File: src/rtl/bsq_pkg.sv
package bsq_pkg;

    typedef enum logic [2:0] {
        ST_IDLE  = 3'd0,
        ST_LEAD  = 3'd1,
        ST_GAP   = 3'd2,
        ST_BURST = 3'd3,
        ST_TAIL  = 3'd4,
        ST_QUIET = 3'd5,
        ST_DONE  = 3'd6
    } seq_state_e;

    typedef struct packed {
        logic pwr;
        logic done;
        logic burst;
    } seq_out_t;

    function automatic seq_out_t decode_state(seq_state_e s);
        seq_out_t o;
        o.pwr   = (s == ST_GAP) || (s == ST_BURST) || (s == ST_TAIL);
        o.done  = (s == ST_DONE);
        o.burst = (s == ST_BURST);
        return o;
    endfunction

endpackage

File: src/rtl/bsq_period_latch.sv
module bsq_period_latch #(
    parameter int PW    = 8,
    parameter int MIN_P = 2
) (
    input  logic          clk_i,
    input  logic          rst_i,
    input  logic          load_i,
    input  logic [PW-1:0] period_i,
    output logic [PW-1:0] period_o,
    output logic [PW-1:0] high_o
);
    localparam logic [PW-1:0] MinP = PW'(MIN_P);

    logic [PW-1:0] clamped;
    logic [PW-1:0] half;

    always_comb begin
        clamped = (period_i < MinP) ? MinP : period_i;
        half    = clamped >> 1;
        if (half == '0) half = PW'(1);
    end

    always_ff @(posedge clk_i) begin
        if (rst_i) begin
            period_o <= MinP;
            high_o   <= PW'(1);
        end else if (load_i) begin
            period_o <= clamped;
            high_o   <= half;
        end
    end

    // the held period never falls below the floor
    a_r10_period_floor: assert property (@(posedge clk_i) disable iff (rst_i)
        period_o >= MinP);

    // the high time is never zero and never the whole period
    a_r5_high_inside_period: assert property (@(posedge clk_i) disable iff (rst_i)
        (high_o != '0) && (high_o < period_o));

    // held values only move on a load
    a_r8_hold_without_load: assert property (@(posedge clk_i) disable iff (rst_i)
        !$past(load_i) && !$past(rst_i) |-> $stable(period_o));

endmodule

File: src/rtl/bsq_phase_timer.sv
module bsq_phase_timer #(
    parameter int CW = 4
) (
    input  logic          clk_i,
    input  logic          rst_i,
    input  logic          load_i,
    input  logic [CW-1:0] load_val_i,
    output logic          zero_o
);
    logic [CW-1:0] cnt_q;

    always_ff @(posedge clk_i) begin
        if (rst_i) begin
            cnt_q <= '0;
        end else if (load_i) begin
            cnt_q <= load_val_i;
        end else if (cnt_q != '0) begin
            cnt_q <= cnt_q - CW'(1);
        end
    end

    assign zero_o = (cnt_q == '0);

    // without a load the counter only moves down by one or rests at zero
    a_r6_timer_monotonic: assert property (@(posedge clk_i) disable iff (rst_i)
        !$past(load_i) && !$past(rst_i) && $past(cnt_q) != '0 |-> cnt_q == $past(cnt_q) - CW'(1));

endmodule

File: src/rtl/bsq_burst_gen.sv
module bsq_burst_gen #(
    parameter int PW     = 8,
    parameter int PULSES = 2
) (
    input  logic          clk_i,
    input  logic          rst_i,
    input  logic          run_i,
    input  logic [PW-1:0] period_i,
    input  logic [PW-1:0] high_i,
    output logic          tx_o,
    output logic          last_o
);
    localparam int NW = (PULSES > 1) ? $clog2(PULSES) : 1;
    localparam logic [NW-1:0] LastIdx = NW'(PULSES - 1);

    logic [PW-1:0] pos_q;
    logic [NW-1:0] idx_q;
    logic          wrap;

    assign wrap = (pos_q == period_i - PW'(1));

    always_ff @(posedge clk_i) begin
        if (rst_i || !run_i) begin
            pos_q <= '0;
            idx_q <= '0;
        end else if (wrap) begin
            pos_q <= '0;
            idx_q <= idx_q + NW'(1);
        end else begin
            pos_q <= pos_q + PW'(1);
        end
    end

    assign tx_o   = run_i && (pos_q < high_i);
    assign last_o = run_i && wrap && (idx_q == LastIdx);

    // checker state: pulses seen this run and width of the current pulse
    logic [NW:0]   chk_pulses;
    logic [PW-1:0] chk_width;
    logic          tx_d;

    always_ff @(posedge clk_i) begin
        if (rst_i) begin
            chk_pulses <= '0;
            chk_width  <= '0;
            tx_d       <= 1'b0;
        end else begin
            tx_d <= tx_o;
            if (!run_i) chk_pulses <= '0;
            else if (tx_o && !tx_d) chk_pulses <= chk_pulses + (NW+1)'(1);
            chk_width <= tx_o ? chk_width + PW'(1) : '0;
        end
    end

    // never more than the set number of pulses within one burst
    a_r4_pulse_limit: assert property (@(posedge clk_i) disable iff (rst_i)
        chk_pulses <= (NW+1)'(PULSES));

    // when the burst closes, exactly the set number of pulses were sent
    a_r4_pulse_count_at_end: assert property (@(posedge clk_i) disable iff (rst_i)
        last_o |-> chk_pulses == (NW+1)'(PULSES));

    // every pulse ends after exactly the high time
    a_r5_pulse_width: assert property (@(posedge clk_i) disable iff (rst_i)
        tx_d && !tx_o |-> chk_width == high_i);

endmodule

File: src/rtl/bsq_seq_fsm.sv
module bsq_seq_fsm
    import bsq_pkg::*;
#(
    parameter int LEAD_CYC  = 3,
    parameter int GAP_CYC   = 2,
    parameter int TAIL_CYC  = 5,
    parameter int QUIET_CYC = 2,
    parameter int CW        = 4
) (
    input  logic          clk_i,
    input  logic          rst_i,
    input  logic          start_i,
    input  logic          timer_zero_i,
    input  logic          burst_last_i,
    output logic          accept_o,
    output logic          timer_load_o,
    output logic [CW-1:0] timer_val_o,
    output seq_state_e    state_o
);
    // the start cycle itself is cycle 0, so the lead state spans LEAD_CYC-1 cycles
    localparam logic [CW-1:0] LeadLoad  = CW'(LEAD_CYC - 2);
    localparam logic [CW-1:0] GapLoad   = CW'(GAP_CYC - 1);
    localparam logic [CW-1:0] TailLoad  = CW'(TAIL_CYC - 1);
    localparam logic [CW-1:0] QuietLoad = CW'(QUIET_CYC - 1);

    seq_state_e state_q, state_d;

    always_comb begin
        state_d      = state_q;
        timer_load_o = 1'b0;
        timer_val_o  = '0;
        accept_o     = 1'b0;
        unique case (state_q)
            ST_IDLE: if (start_i) begin
                accept_o     = 1'b1;
                state_d      = ST_LEAD;
                timer_load_o = 1'b1;
                timer_val_o  = LeadLoad;
            end
            ST_LEAD: if (timer_zero_i) begin
                state_d      = ST_GAP;
                timer_load_o = 1'b1;
                timer_val_o  = GapLoad;
            end
            ST_GAP: if (timer_zero_i) state_d = ST_BURST;
            ST_BURST: if (burst_last_i) begin
                state_d      = ST_TAIL;
                timer_load_o = 1'b1;
                timer_val_o  = TailLoad;
            end
            ST_TAIL: if (timer_zero_i) begin
                state_d      = ST_QUIET;
                timer_load_o = 1'b1;
                timer_val_o  = QuietLoad;
            end
            ST_QUIET: if (timer_zero_i) state_d = ST_DONE;
            ST_DONE:  state_d = ST_IDLE;
            default:  state_d = ST_IDLE;
        endcase
    end

    always_ff @(posedge clk_i) begin
        if (rst_i) state_q <= ST_IDLE;
        else       state_q <= state_d;
    end

    assign state_o = state_q;

    // a strobe while busy never restarts the lead phase
    a_r9_busy_start_ignored: assert property (@(posedge clk_i) disable iff (rst_i)
        start_i && state_q != ST_IDLE && state_q != ST_LEAD |=> state_q != ST_LEAD);

    // the first cycle after reset is idle
    a_r1_reset_idle: assert property (@(posedge clk_i)
        $past(rst_i) |-> state_q == ST_IDLE);

    // the done state lasts one cycle and is followed by idle
    a_r7_done_single: assert property (@(posedge clk_i) disable iff (rst_i)
        state_q == ST_DONE |=> state_q == ST_IDLE);

endmodule

File: src/rtl/power_burst_seq.sv
module power_burst_seq
    import bsq_pkg::*;
#(
    parameter int PW        = 8,
    parameter int PULSES    = 2,
    parameter int LEAD_CYC  = 3,
    parameter int GAP_CYC   = 2,
    parameter int TAIL_CYC  = 5,
    parameter int QUIET_CYC = 2,
    parameter int MIN_P     = 2
) (
    input  logic          clk_i,
    input  logic          rst_i,
    input  logic          start_i,
    input  logic [PW-1:0] period_i,
    output logic          pwr_o,
    output logic          tx_o,
    output logic          complete_o
);
    localparam int MAXC = (LEAD_CYC > TAIL_CYC) ? LEAD_CYC : TAIL_CYC;
    localparam int CW   = $clog2(MAXC + 1) + 1;

    seq_state_e    state;
    seq_out_t      dec;
    logic          accept;
    logic          t_load;
    logic [CW-1:0] t_val;
    logic          t_zero;
    logic          b_last;
    logic          b_tx;
    logic [PW-1:0] per_q;
    logic [PW-1:0] high_q;

    bsq_seq_fsm #(
        .LEAD_CYC (LEAD_CYC),
        .GAP_CYC  (GAP_CYC),
        .TAIL_CYC (TAIL_CYC),
        .QUIET_CYC(QUIET_CYC),
        .CW       (CW)
    ) u_fsm (
        .clk_i       (clk_i),
        .rst_i       (rst_i),
        .start_i     (start_i),
        .timer_zero_i(t_zero),
        .burst_last_i(b_last),
        .accept_o    (accept),
        .timer_load_o(t_load),
        .timer_val_o (t_val),
        .state_o     (state)
    );

    bsq_phase_timer #(.CW(CW)) u_timer (
        .clk_i     (clk_i),
        .rst_i     (rst_i),
        .load_i    (t_load),
        .load_val_i(t_val),
        .zero_o    (t_zero)
    );

    bsq_period_latch #(.PW(PW), .MIN_P(MIN_P)) u_per (
        .clk_i   (clk_i),
        .rst_i   (rst_i),
        .load_i  (accept),
        .period_i(period_i),
        .period_o(per_q),
        .high_o  (high_q)
    );

    assign dec = decode_state(state);

    bsq_burst_gen #(.PW(PW), .PULSES(PULSES)) u_burst (
        .clk_i   (clk_i),
        .rst_i   (rst_i),
        .run_i   (dec.burst),
        .period_i(per_q),
        .high_i  (high_q),
        .tx_o    (b_tx),
        .last_o  (b_last)
    );

    assign pwr_o      = dec.pwr;
    assign tx_o       = b_tx;
    assign complete_o = dec.done;

    // transmit only with power up
    a_r3_tx_inside_power: assert property (@(posedge clk_i) disable iff (rst_i)
        tx_o |-> pwr_o);

    // completion strobe is one cycle wide and comes with power off
    a_r7_complete_single: assert property (@(posedge clk_i) disable iff (rst_i)
        complete_o |=> !complete_o);
    a_r7_complete_power_off: assert property (@(posedge clk_i) disable iff (rst_i)
        complete_o |-> !pwr_o && !tx_o);

    // power rises only out of the lead phase
    a_r2_power_after_lead: assert property (@(posedge clk_i) disable iff (rst_i)
        $rose(pwr_o) |-> $past(state) == ST_LEAD);

    // outputs quiet right after reset
    a_r1_reset_outputs: assert property (@(posedge clk_i)
        $past(rst_i) |-> !pwr_o && !tx_o && !complete_o);

endmodule

File: config.mk
export PLATFORM = sky130hd
export DESIGN_NAME = power_burst_seq
export DESIGN_NICKNAME = d
export VERILOG_FILES = /design/src/rtl/bsq_pkg.sv /design/src/rtl/bsq_period_latch.sv /design/src/rtl/bsq_phase_timer.sv /design/src/rtl/bsq_burst_gen.sv /design/src/rtl/bsq_seq_fsm.sv /design/src/rtl/power_burst_seq.sv
export SDC_FILE = /design/constraint.sdc
export NUM_CORES = 1
export LEC_CHECK = 0
export BUFFER_PORTS_ARGS = -buffer_cell sky130_fd_sc_hd__buf_2
export CAP_MARGIN = 20
export CORE_ASPECT_RATIO = 2
export CORE_MARGIN = 5
export CORE_UTILIZATION = 30
export DETAILED_ROUTE_END_ITERATION = 7
export GPL_ROUTABILITY_DRIVEN = 0
export PLACE_DENSITY = 0.45
export SETUP_SLACK_MARGIN = 0.2
export SYNTH_ARGS = -nofsm -noshare
export SYNTH_HDL_FRONTEND = slang
export SYNTH_SLANG_ARGS = --single-unit
File: constraint.sdc
create_clock -name clk_i -period 2.8 [get_ports clk_i]
set_input_delay 0.56 -clock clk_i [delete_from_list [all_inputs] [get_ports clk_i]]
set_output_delay 0.56 -clock clk_i [all_outputs]
set_load 0.1 [all_outputs]
==> impl.org, run 1 <==
** Finish
- Ratio of cells with drive above 1 in the final layout :: ~16%
- The finished cells cover 1779 sq um.
- Final net count :: 230
- The finished layout holds 266 standard cells, fillers aside.
- Relative to the synthesized area, the layout overhead comes to 12.15%.
- Fill cells in the final layout number 555.
- The repair_antennas step left the layout with diodes totalling 0.

** Setup path
- Reg-to-reg startpoint :: u_per.period_o[0]
- End point of the critical path :: tx_o
- Worst r2r path cells :: 8
- Setup slack on the worst flop-to-flop path :: roughly 0.58 ns
- The worst setup path is captured at an output port.
- Capturing point of the worst reg2reg path :: u_burst.pos_q[1]
- CP max FO :: 8
- Startpoint type of the worst setup path :: flip-flop
- Start point of the critical path :: u_burst.pos_q[6]
- Required time at the worst-slack endpoint :: 2.24 ns
- The worst setup path is of the reg2out kind.
- Worst path arrival time :: between 1.5 and 2 ns

** Global routing
- Initial antenna violation count :: 0
- The first global-routing pass estimated 6637 microns of wire.
- Vias in the first global route :: 1398
- Combined global-route utilization of all metal layers :: between 10% and 20%
- Pin count of the biggest net entering global routing :: 18
- Grt ovf :: 0

** Timing
- Timing would allow up to 404.6 MHz.
- Final hold viol count :: 0
- At the pin with the least slew margin, the transition time is a little over 0.5 ns.
- Final Skew :: 0.004565 ns
- Setup violations remaining at the end of the flow were counted as 0.
- Setup repair after global routing missed its margin :: false
- Summed negative setup slack over all endpoints :: 0 ns
- Final min period :: 2.472 ns
- Worst-case headroom to the max-slew limit :: 65.67%
- Number of max-slew violations in the final report :: 0
- Hold WS :: 0.4600 ns
- In the finished design, the share of the clock period the worst path needs comes to between 80% and 90%.

** Detailed routing
- After detailed routing, the number of remaining DRC violations is 0.
- Aggregate routed wire length :: slightly below 4000 microns
- Detailed Routing Iterations Pass 1 :: 2
- The count of nets left with antenna violations once routing finished came out at 0.
- The detailed router placed 1346 vias in this run.
- Violation count after the first detailed-routing iteration :: 23
- Post-DR vias/cell :: 5.060
- Wire length per cell after detailed routing :: 14.67 microns

** Placement
- Once detailed placement completed, the half-perimeter wirelength came to roughly 3100 microns.
- Dpl cells :: between 200 and 300
- In this run the cell area measured after placement is between 1500 and 2000 sq um.
- Port Buffer Count :: 13

** Clock network
- Clock Latency Late Sink :: 0.27 ns
- H-tree depth :: 1
- Number of clock sinks seen by CTS :: 26
- Number of buffers inserted to repair setup after CTS :: 0
- Clock slew seen by the registers of the worst setup and hold paths :: 0.09 ns
- Root buffer cell :: sky130_fd_sc_hd__clkbuf_8
- Max clock buf depth :: 2
- CTS tree :: done
- In this run, post-CTS hold repair placed 0 buffers.
- TritonCTS buffer count :: 3

** Synthesis
- Yosys mapped a number of flops with a built-in enable equal to 0.
- Cell area after synthesis :: 1587 sq um
- Commonest register cell after synthesis :: sky130_fd_sc_hd__dfxtp_1
- In this run, synthesis produced a sequential element count of 26.
- A synthesized cell averages 8.095 sq um.
- In the synthesized netlist the async set-or-reset flop fraction comes to 0%.
- Counting distinct cell types in the post-synthesis netlist gives 44.
- For this run, the number of Yosys warnings is 0.
- When the netlist entered floorplanning its net count stood at 216.
- Number of standard cells after synthesis :: 196
- Summing the sequential cell areas from Yosys gives 32.81% of the chip area.

** Status
- The flow ran to the end, and the final reports show no timing, DRC or antenna violations.

** Floorplan
- IO Count :: 14
- The floorplan has 37 rows.
- Die outline width :: 61.42 microns
- In this run the vertical extent of the chip is around 110 microns.
- The die covers 6931 sq um.
- Core Area :: 5139 sq um
- Initial cell density of the core :: a little under a third

** Power
- Static power due to leakage :: 0.0006863 uW
- Summing internal, switching and leakage power gives 1277 uW.
- Dividing total power by cell area gives a power density of 718.0 nW/um^2.
- Peak supply drop :: 0.3622 mV

** Min path
- Type of the most critical hold path :: reg2reg

** Run
- Max-cap violations in this run came to 0.
## worst max-delay path, stage by stage (launching register included)
cell	delay (ns)
sky130_fd_sc_hd__dfxtp_1	0.50
sky130_fd_sc_hd__ha_1	0.32
sky130_fd_sc_hd__a2111o_1	0.43
sky130_fd_sc_hd__a31oi_2	0.16
sky130_fd_sc_hd__buf_6	0.24
## synthesized netlist by cell type, types with 2 or more instances
cell,instances,area (sq um)
sky130_fd_sc_hd__nand2_1,29,108.9
sky130_fd_sc_hd__dfxtp_1,26,520.5
sky130_fd_sc_hd__nor2_1,18,67.56
sky130_fd_sc_hd__a21oi_1,16,80.08
sky130_fd_sc_hd__inv_1,12,45.04
sky130_fd_sc_hd__xnor2_1,11,96.34
sky130_fd_sc_hd__ha_1,9,112.6
sky130_fd_sc_hd__o21ai_0,8,40.04
sky130_fd_sc_hd__clkbuf_1,6,22.52
sky130_fd_sc_hd__xor2_1,6,52.55
sky130_fd_sc_hd__and3_1,4,25.02
sky130_fd_sc_hd__nand3_1,4,20.02
sky130_fd_sc_hd__nor2b_1,4,25.02
sky130_fd_sc_hd__nor3_1,4,20.02
sky130_fd_sc_hd__o21bai_1,4,30.03
sky130_fd_sc_hd__buf_2,3,15.01
sky130_fd_sc_hd__a31oi_1,2,12.51
sky130_fd_sc_hd__nand4_1,2,12.51
sky130_fd_sc_hd__nor3b_2,2,25.02
sky130_fd_sc_hd__or3_1,2,12.51
## flip-flops by register name, indices dropped and copies added, names as in the netlist
register and cells:
u_fsm.state_o 3, u_burst.pos_q 8, u_per.high_o 6, u_timer.cnt_q 4, u_per.period_o 4, u_burst.idx_q 1
## placed cells by master, fill, tap and decap left out, types with 2 or more instances in the layout
master                     synthesis  final
sky130_fd_sc_hd__nand4_1           2      2
sky130_fd_sc_hd__nor3_1            4      4
sky130_fd_sc_hd__xnor2_1          11     11
sky130_fd_sc_hd__a21oi_1          16     16
sky130_fd_sc_hd__dfxtp_1          26     25
sky130_fd_sc_hd__inv_1            12     12
sky130_fd_sc_hd__or3_1             2      2
sky130_fd_sc_hd__ha_1              9      9
sky130_fd_sc_hd__nor2b_1           4      4
sky130_fd_sc_hd__o21ai_1           1      2
sky130_fd_sc_hd__xor2_1            6      6
sky130_fd_sc_hd__buf_2             3     12
sky130_fd_sc_hd__nor2_1           18     18
sky130_fd_sc_hd__o21bai_1          4      4
sky130_fd_sc_hd__nor3b_2           2      2
sky130_fd_sc_hd__and3_1            4      4
sky130_fd_sc_hd__nand3_1           4      4
sky130_fd_sc_hd__o21ai_0           8      7
sky130_fd_sc_hd__buf_4             0      5
sky130_fd_sc_hd__nand2_1          29     29
sky130_fd_sc_hd__clkbuf_8          0      3
## kinds of logic after synthesis
logic type                 after synthesis  synth area share [%]
muxes                                    1                0.6309
adders and majority gates                9                 7.098
and+or+nand+nor                         78                 25.47
buffers and inverters                   21                 5.204
xor gates and xnor gates                17                 9.385
DFF                                     26                 32.81
AOI/OAI and AO/OA                       44                 19.40
## cell type report
| type | instances | area, sq um | area share, % |
|---|---|---|---|
| Clock buffer | 3 | 41.29 | 2.321 |
| Inverter | 12 | 45.04 | 2.532 |
| Multi-Input combinational cell | 149 | 989.7 | 55.63 |
| Sequential cell | 26 | 521.8 | 29.32 |
| Tap cell | 58 | 72.57 | 4.079 |
| Timing Repair Buffer | 18 | 108.9 | 6.118 |
## where the power goes
part           leakage (uW)  internal (uW)  total [uW]  switching (uW)
clock             0.0000216           96.5         216             119
sequential         0.000212            425         486            61.8
combinational      0.000452            225         575             350
## per-layer routing
layer,part of all wire (%),vias to the layer above,global-route usage (%),wire (microns)
met2,58,15,23.13,2247
met4,2.6,0,5.382,102
met1,38,619,13.69,1491
met3,1.6,9,1.598,61
li1,-,703,-,-
met5,0,-,0,0
## worst min-delay path by stage
stage	end	from	cells past startpoint
finish	u_per.high_o[1]	u_per.high_o[1]	2
global route	u_per.high_o[1]	u_per.high_o[1]	2
CTS	u_per.high_o[1]	u_per.high_o[1]	2
detailed placement	u_per.high_o[1]	u_per.high_o[1]	2
global placement	u_per.high_o[1]	u_per.high_o[1]	2
floorplan	u_per.high_o[1]	u_per.high_o[1]	2
## metrics by stage
stage	util (%)	setup slack [ns]
2_1_floorplan	-	0.1295
3_3_place_gp	33.67	0.4784
3_5_place_dp	33.67	0.4685
4_1_cts	34.53	0.2766
5_1_grt	34.62	0.2318
6_report	34.62	0.3283
## repair_timing
action | 4_1_cts | 5_1_grt
pin swaps | 0 | 0
resized for setup | 1 | 2
endpoints found under the hold margin | 0 | 0
endpoints found under the setup margin | 1 | 1
No activity file was read; power rests on OpenSTA's default activity.
==> inputs of run 2 (changes only) <==
CELL_PAD_IN_SITES_DETAIL_PLACEMENT = 1   (was unset)
CELL_PAD_IN_SITES_GLOBAL_PLACEMENT = 1   (was unset)
PLACE_DENSITY = 0.56   (was 0.45)
==> run 2 against run 1 <==
Net effect: clock-buffer cell count grew 1; fmax down 0.96%; utilization about the same; critical endpoint unchanged; clock power increased by 16%; worst setup slack worse by 0.024 ns; global-route usage is 1.3 points higher; hold slack improved by 0.0076 ns; die area unchanged; combinational power is 1% lower; sequential power rose by 4%; critical path type unchanged.
==> impl.org, run 2 (synthesized netlist as in run 1, its figures left out) <==
** Timing
- The relative slew slack is 60.78% (-4.9 points).
- Hold WS :: 0.4677 ns (+0.007642 ns)
- The highest clock frequency the design can meet is 400.7 MHz (-0.96%).
- Fin crit share :: 89.13% (+0.85 points)
- The final critical path time including I/O delays and setup came to 2.496 ns (+0.02391 ns).
- Post-layout worst setup margin :: 0.3044 ns (-0.02391 ns)
- The final hold violation count came to 0 (unchanged).
- Actual slew at the worst max-slew pin :: 0.5857 ns (+0.07311 ns)
- Summed negative setup slack over all endpoints :: 0 ns (unchanged)
- Setup repair after global routing could not meet its margin everywhere.
- The setup violation total in the final timing report was 0 (unchanged).
- The worst clock skew came to 0.004759 ns (+0.0001940 ns).
- Number of max-slew violations in the final report :: 0 (unchanged)

** Setup path
- Startpoint type of the worst setup path :: flip-flop
- Worst path arrival time :: 1.94 ns (+0.03 ns)
- Crit Path Class :: reg2out
- STA classifies the critical path endpoint as an output port.
- CP max FO :: 8 (unchanged)
- The critical path data required time came to 2.24 ns (about the same).

** Global routing
- Vias in the first global route :: 1504 (+7.6%)
- The global-route total usage across every layer came to 13.98% (+1.3 points).
- The number of antenna violations at the first check in global routing was 0 (unchanged).
- The pin count of the biggest net entering global routing was 18 (unchanged).
- The leftover overflow at the end of global routing is 0 (unchanged).
- The first-pass GRT wire length is 7258 microns (+9.4%).

** Clock network
- The level count of the clock H-tree is 1 (unchanged).
- The maximum number of buffers from clock root to sink was 2 (unchanged).
- The total clock buffers created by CTS was 3 (unchanged).
- TritonCTS built the clock tree.
- Root buffer cell :: sky130_fd_sc_hd__clkbuf_8
- Clock Latency Late Sink :: 0.28 ns (about the same)
- Clock slew seen by the registers of the worst setup and hold paths :: 0.10 ns (about the same)
- Number of clock sinks seen by CTS :: 26 (unchanged)

** Power
- The final total power was 1322 uW (+3.5%).
- Peak supply drop :: 0.3846 mV (+6.2%)
- Power density cells :: 741.9 nW/um^2 (+3.3%)
- Static power due to leakage :: 0.0006826 uW (-0.54%)

** Status
- The flow ran to the end, and the final reports show no timing, DRC or antenna violations.

** Detailed routing
- The DRC violations left came to 0 (unchanged).
- The detailed-route wire length was 4379 microns (+12%).
- The first-pass iteration count of the detailed router came to 3 (+1).
- Post-DRT Antenna Nets :: 0 (unchanged)
- Wire length per cell after detailed routing :: 16.52 microns (+13%)
- The DRC marker count from the first detailed-route iteration came to 16 (-30%).
- The ratio of routed vias to standard cells is 5.185 (+2.5%).
- Number of vias in the routed layout :: 1374 (+2.1%)

** Floorplan
- The placeable core region was 5139 sq um (unchanged).
- The overall die width was 61.42 microns (unchanged).
- Initial cell density of the core :: 30.87% (unchanged)
- IO Count :: 14 (unchanged)
- The die outline area is 6931 sq um (unchanged).
- # rows :: 37 (unchanged)
- Die Span Y :: 112.8 microns (unchanged)

** Placement
- The detailed placer's ending HPWL was 3636 microns (+16%).
- Port Buffer Count :: 13 (unchanged)
- Worst setup timing slack at the placement stage :: 0.3583 ns (-0.1101 ns)

** Finish
- The number of inserted diodes is 0 (unchanged).
- Ratio of cells with drive above 1 in the final layout :: 15.94% (+0.077 points)
- The library cell used most frequently in the layout, excluding fill and tap cells, is sky130_fd_sc_hd__nand2_1.
- P&R area growth vs syn :: 12.30%
- The final net count came to 228 (-0.87%).
- The largest registers in the layout are u_burst.pos_q x8, u_per.high_o x6.
- The top cell types in the final layout, fill and taps aside, are sky130_fd_sc_hd__nand2_1, sky130_fd_sc_hd__dfxtp_1, sky130_fd_sc_hd__nor2_1.
- The flip-flop count of the largest register after layout is 8 (unchanged).
- Most flops, register :: u_burst.pos_q

** Run
- Number of max-cap violations :: 0 (unchanged)

** Min path
- Type of the most critical hold path :: reg2reg
run 2: final cells by class:
type / count / area [sq um]
clock buffer: 4 / 55.05
fill: 634 / 3357
inverter: 12 / 45.04
multi-input combinational: 149 / 989.7
sequential: 26 / 525.5
tap: 58 / 72.57
timing repair buffer: 16 / 93.84
run 2: power breakdown:
group	switching, uW	leakage (uW)	internal (uW)	total (uW)
Combinational	351	0.000441	216	567
Clock	125	0.0000288	126	251
Sequential	78.7	0.000213	426	504
Total	555	0.000683	767	1320
run 2: path summary, 6_finish.rpt:
kind	from	to	slack, ns	cells after the start
worst max-delay path	u_burst.pos_q[6]	tx_o	0.30	4
worst min-delay path	u_per.high_o[1]	u_per.high_o[1]	0.47	2
worst max register to register	u_per.period_o[0]	u_timer.cnt_q[3]	0.45	9
worst min register to register	u_per.high_o[1]	u_per.high_o[1]	0.47	2
run 2: timing repair:
action                                  CTS  global route
resized for setup                         2             3
endpoints found under the setup margin    1             3
hold buffers                              0             0
setup buffers                             0             1
pin swaps                                 0             1
run 2: per-layer routing:
layer  vias to the layer above  share of wire (%)  routed length, microns  track usage (%)
li1                        699                  -                       -                -
met4                         0                2.2                      97            5.241
met2                        15                 61                    2665            27.79
met5                         -                  0                       0                0
met1                       653                 35                    1527            13.18
met3                         7                2.0                      88            1.941
run 2: through the flow:
stage               utilization [%]  std cells  cell area [sq um]
detailed placement            33.24        260               1708
global route                  34.67        265               1782
finish                        34.67        265               1782
floorplan                         -        196               1593
global placement              33.24        260               1708
CTS                           34.38        264               1767
run 2: critical path, cell delays in order (launching register included):
cell                       delay [ns]
sky130_fd_sc_hd__dfxtp_1         0.50
sky130_fd_sc_hd__ha_1            0.32
sky130_fd_sc_hd__a2111o_1        0.44
sky130_fd_sc_hd__a31oi_2         0.16
sky130_fd_sc_hd__buf_6           0.24
